**src/rtl/col_pkg.sv**
```systemverilog
package col_pkg;
  typedef enum logic [1:0] {
    HB_IDLE  = 2'd0,
    HB_WAIT  = 2'd1,
    HB_PULSE = 2'd2
  } hb_state_t;
endpackage

```
**src/rtl/col_test_timer.sv**
```systemverilog
module col_test_timer #(
  parameter int TEST_ON  = 16,
  parameter int TEST_OFF = 2
) (
  input  logic clk,
  input  logic rst,
  input  logic bit_tick,
  input  logic col_test,
  input  logic tx_en,
  output logic test_act
);
  localparam int ON_W  = $clog2(TEST_ON + 1);
  localparam int OFF_W = $clog2(TEST_OFF + 1);

  logic [ON_W-1:0]  on_cnt;
  logic [OFF_W-1:0] off_cnt;

  always_ff @(posedge clk) begin
    if (rst || !col_test) begin
      on_cnt   <= '0;
      off_cnt  <= '0;
      test_act <= 1'b0;
    end else if (bit_tick) begin
      if (tx_en) begin
        off_cnt <= '0;
        if (!test_act) begin
          if (on_cnt == ON_W'(TEST_ON - 1)) test_act <= 1'b1;
          else                              on_cnt   <= on_cnt + 1'b1;
        end
      end else begin
        on_cnt <= '0;
        if (test_act) begin
          if (off_cnt == OFF_W'(TEST_OFF - 1)) test_act <= 1'b0;
          else                                 off_cnt  <= off_cnt + 1'b1;
        end
      end
    end
  end

  AST_TEST_HOLD: assert property (@(posedge clk) disable iff (rst)
    (!bit_tick && col_test) |=> $stable(test_act));
  AST_TEST_OFF_IDLE: assert property (@(posedge clk) disable iff (rst)
    !col_test |=> !test_act);
endmodule

```
**src/rtl/col_sqe_timer.sv**
```systemverilog
module col_sqe_timer
  import col_pkg::*;
#(
  parameter int SQE_GAP = 20,
  parameter int SQE_LEN = 10
) (
  input  logic clk,
  input  logic rst,
  input  logic bit_tick,
  input  logic tx_en,
  input  logic hb_en,
  output logic sqe_act
);
  localparam int GAP_W = $clog2(SQE_GAP + 1);
  localparam int LEN_W = $clog2(SQE_LEN + 1);
  localparam int CNT_W = (GAP_W > LEN_W) ? GAP_W : LEN_W;

  hb_state_t        state;
  logic [CNT_W-1:0] cnt;
  logic             tx_q;
  logic             tx_fall;

  assign tx_fall = tx_q && !tx_en;
  assign sqe_act = (state == HB_PULSE);

  always_ff @(posedge clk) begin
    if (rst) begin
      tx_q  <= 1'b0;
      state <= HB_IDLE;
      cnt   <= '0;
    end else begin
      tx_q <= tx_en;
      unique case (state)
        HB_IDLE: begin
          cnt <= '0;
          if (tx_fall && hb_en) state <= HB_WAIT;
        end
        HB_WAIT: begin
          if (tx_en || !hb_en) begin
            state <= HB_IDLE;
          end else if (bit_tick) begin
            if (cnt == CNT_W'(SQE_GAP - 1)) begin
              state <= HB_PULSE;
              cnt   <= '0;
            end else begin
              cnt <= cnt + 1'b1;
            end
          end
        end
        HB_PULSE: begin
          if (!hb_en) begin
            state <= HB_IDLE;
          end else if (bit_tick) begin
            if (cnt == CNT_W'(SQE_LEN - 1)) state <= HB_IDLE;
            else                            cnt   <= cnt + 1'b1;
          end
        end
        default: state <= HB_IDLE;
      endcase
    end
  end

  AST_SQE_ENABLED: assert property (@(posedge clk) disable iff (rst)
    (state == HB_PULSE) |-> $past(hb_en));
  AST_SQE_CANCEL: assert property (@(posedge clk) disable iff (rst)
    (state == HB_WAIT && tx_en) |=> (state == HB_IDLE));
endmodule

```
**src/rtl/col_sqe_gen.sv**
```systemverilog
module col_sqe_gen #(
  parameter int TEST_ON  = 16,
  parameter int TEST_OFF = 2,
  parameter int SQE_GAP  = 20,
  parameter int SQE_LEN  = 10
) (
  input  logic clk,
  input  logic rst,
  input  logic bit_tick,
  input  logic tx_en,
  input  logic rx_act,
  input  logic full_dup,
  input  logic spd_10,
  input  logic col_test,
  input  logic sqe_off,
  output logic col
);
  logic test_act;
  logic sqe_act;
  logic hb_en;
  logic overlap;

  assign hb_en   = spd_10 && !full_dup && !sqe_off;
  assign overlap = tx_en && rx_act;

  col_test_timer #(.TEST_ON(TEST_ON), .TEST_OFF(TEST_OFF)) u_test (
    .clk      (clk),
    .rst      (rst),
    .bit_tick (bit_tick),
    .col_test (col_test),
    .tx_en    (tx_en),
    .test_act (test_act)
  );

  col_sqe_timer #(.SQE_GAP(SQE_GAP), .SQE_LEN(SQE_LEN)) u_sqe (
    .clk      (clk),
    .rst      (rst),
    .bit_tick (bit_tick),
    .tx_en    (tx_en),
    .hb_en    (hb_en),
    .sqe_act  (sqe_act)
  );

  always_ff @(posedge clk) begin
    if (rst) col <= 1'b0;
    else     col <= !full_dup && (overlap || test_act || sqe_act);
  end

  AST_COL_OVERLAP: assert property (@(posedge clk) disable iff (rst)
    (tx_en && rx_act && !full_dup) |=> col);
  AST_FD_QUIET: assert property (@(posedge clk) disable iff (rst)
    full_dup |=> !col);
  AST_RST_LOW: assert property (@(posedge clk)
    rst |=> !col);
endmodule

```
**config.mk**
```make
export PLATFORM = sky130hd
export DESIGN_NAME = col_sqe_gen
export DESIGN_NICKNAME = d
export VERILOG_FILES = /design/src/rtl/col_pkg.sv /design/src/rtl/col_test_timer.sv /design/src/rtl/col_sqe_timer.sv /design/src/rtl/col_sqe_gen.sv
export SDC_FILE = /design/constraint.sdc
export NUM_CORES = 1
export LEC_CHECK = 0
export BUFFER_PORTS_ARGS = -buffer_cell sky130_fd_sc_hd__buf_4
export CAP_MARGIN = 40
export CORE_MARGIN = 3
export CORE_UTILIZATION = 25
export DETAILED_ROUTE_END_ITERATION = 12
export HOLD_SLACK_MARGIN = 0.06
export PLACE_DENSITY = 0.39
export SLEW_MARGIN = 20
export SYNTH_ARGS = -nofsm -noshare
export SYNTH_HDL_FRONTEND = slang
export SYNTH_HIERARCHICAL = 1
export SYNTH_SLANG_ARGS = --single-unit
export TNS_END_PERCENT = 30
```
**constraint.sdc**
```tcl
create_clock -name clk -period 2.2 [get_ports clk]
set_input_delay 0 -clock clk [delete_from_list [all_inputs] [get_ports clk]]
set_output_delay 0 -clock clk [all_outputs]
set_load 0.03 [all_outputs]
```
==> reports/results.txt <==
Status -> complete, no violations
GR Overflow Total -> 0
Chip width -> 72.1 um
# resized after CTS -> 0
Nets -> 157
Final Cell Area -> 1310 um2
Area of the core -> 4120 um2
Worst-Margin Slew -> 0.443 ns
Top post-synthesis cells by area -> dfxtp_1 (31%), ha_1 (11%), mux2i_1 (3.7%)
CP Launch Type -> input port
Skew-Pair Late Insertion Delay -> 0.25 ns
Synth cell count leaders -> dfxtp_1 (17), ha_1 (10), inv_1 (10)
TritonCTS buffer count -> 3
Final max-slew violation count -> 0
Fin util -> 0.318
Setup_tns -> 0 ns
Fmax -> 535 MHz
Hold path depth -> 3
Vias per cell -> 4.86
CTS tree -> done
Initial antenna violation count -> 0
Crit path capture type -> flop
Count leader, synth -> dfxtp_1
Worst R2R Path Depth -> 6
Crit path DAT -> 2.03 ns
Final non-filler cell total -> 187
Top cell type's share of synthesized area -> 0.312
Rel. slew slack -> 0.704
Final Wtd Congestion -> 0.728
Initial drt markers -> 19
Mapped cell area -> 1090 um2
Total Wirelength -> 2280 um
Async S/R FF share, synth -> 0
Hold Crit Class -> input port to flop
Std-Cell Rows -> 23
Final period util -> 0.850
Syn_nets -> 139
H-tree levels -> 1
Placed Area -> 1210 um2
PwrDens -> 529 nW/um2
Post-route DRC -> 0
Fin crit period -> 1.87 ns
First-pass detailed-route iteration total -> 4
Post-synthesis register bit count -> 17
Post-synthesis cell count -> 120
Hold Vio Cnt, Final -> 0
Clock Sinks -> 17
Initial Utilization -> 0.265
Total track usage -> 0.0962
Largest net degree at the start of global routing -> 13
Layout cells sized above 1 -> 0.146
Die height -> 72.1 um
Worst clock skew -> 0.00613 ns
Vias in the first global route -> 843
Root Buffer -> clkbuf_8
CTS max path bufs -> 2
Cell taking the most area after synthesis -> dfxtp_1
WL per Instance -> 12.2 um
Sequential-to-total area share from yosys stat -> 0.312
Post-DP HPWL -> 1710 um
Die area -> 5200 um2
Vias -> 909
Dpl cells -> 178
First-pass GRT wire length -> 3930 um
WS Path Type -> input port to flop
Top FF cell, synth -> dfxtp_1
Leakage -> 0.492 nW
Reg clk slew, reported paths -> 0.06 ns
Ant. Diodes -> 0
Critical path required time -> 2.36 ns
CP Max Fanout -> 9
Number of synthesized flops with an enable pin -> 0
# IOs -> 10
Distinct cells, synth -> 42
Worst IR Drop VDD -> 0.251 mV
Max Cap Viol -> 0
# setup viols final -> 0
ANT nets after route -> 0
RSZ-0062 raised after global routing -> no
Synthesized area per cell -> 9.10 um2
Syn-to-layout area delta -> 19.8%
Yosys warning count -> 6
Port bufs -> 9
-- worst max-delay path, cell delays in order --
cell and delay (ns):
dlygate4sd3_1 0.54, buf_4 0.14, nor3b_1 0.21, buf_4 0.18, nand3b_1 0.07, a21o_1 0.27, o41a_1 0.39, a311oi_1 0.22
-- sequential cells by signal, summed over array words and instances (netlist names) --
name and flops:
u_test/off_cnt 2, u_sqe/cnt 5, u_test/test_act 1, u_test/on_cnt 5, u_sqe/state 2, u_sqe/tx_q 1, col 1
-- repair_timing --
action | CTS | global route
buffers inserted | 0 | 0
hold buffers | 5 | 0
endpoints found under the hold margin | 6 | 0
-- kinds of logic after synthesis --
group	count (synthesis)	share of synthesized area
simple gates	48	0.279
buf+inv	12	0.0493
mux	4	0.0367
xor+xnor	1	0.00802
fa+ha+maj	10	0.115
compound gates	28	0.200
flops	17	0.312
-- cell usage in the layout (no fill, tap or decap), drive strengths merged, types with 2 or more instances in the layout --
cell	count
o21ai	6
dlygate4sd3	5
nor4	2
nand3	8
clkbuf	4
a21oi	4
o2bb2ai	2
a211oi	5
mux2i	4
a21o	2
nand2b	3
nor2b	5
ha	10
nand2	9
nor3	4
nor3b	2
nand3b	4
and3	2
dfxtp	17
inv	10
nor2	3
buf	10
a31o	2
or4	2
-- final timing paths --
check,startpoint,endpoint,slack (ns)
max reg2reg,u_sqe/state[1],u_sqe/cnt[2],0.45
max,full_dup,u_sqe/cnt[2],0.33
min reg2reg,u_test/off_cnt[1],u_test/off_cnt[1],0.48
min,bit_tick,u_test/on_cnt[2],0.14
-- where the power goes --
group / internal, W / switching, W / leakage (nW)
logic: 0.0000583 / 0.0000724 / 0.332
clock network: 0.000129 / 0.000110 / 0.0228
registers: 0.000316 / 0.00000750 / 0.138
-- area by class of cell --
class                           instances  area (um2)
Fill cell                             444        2810
Clock buffer                            4        45.0
Sequential cell                        17         340
Inverter                               10        37.5
Tap cell                               50        62.6
Multi-Input combinational cell         91         698
Timing Repair Buffer                   15         125
-- routing by layer --
layer  up-vias  track usage  wire (um)
met3         4       0.0305         88
met2        11        0.148        995
li1        473            -          -
met1       421        0.128       1170
met5         -            0          0
met4         0       0.0313         28
-- through the flow --
stage	power (W)	setup slack [ns]	hold WS [ns]
floorplan	0.000416	0.624	0.0690
global placement	0.000455	0.459	0.178
CTS	0.000709	0.340	0.131
detailed placement	0.000455	0.456	0.180
finish	0.000693	0.330	0.136
global route	0.000733	0.187	0.149
Power figures use the tool's default switching activity.
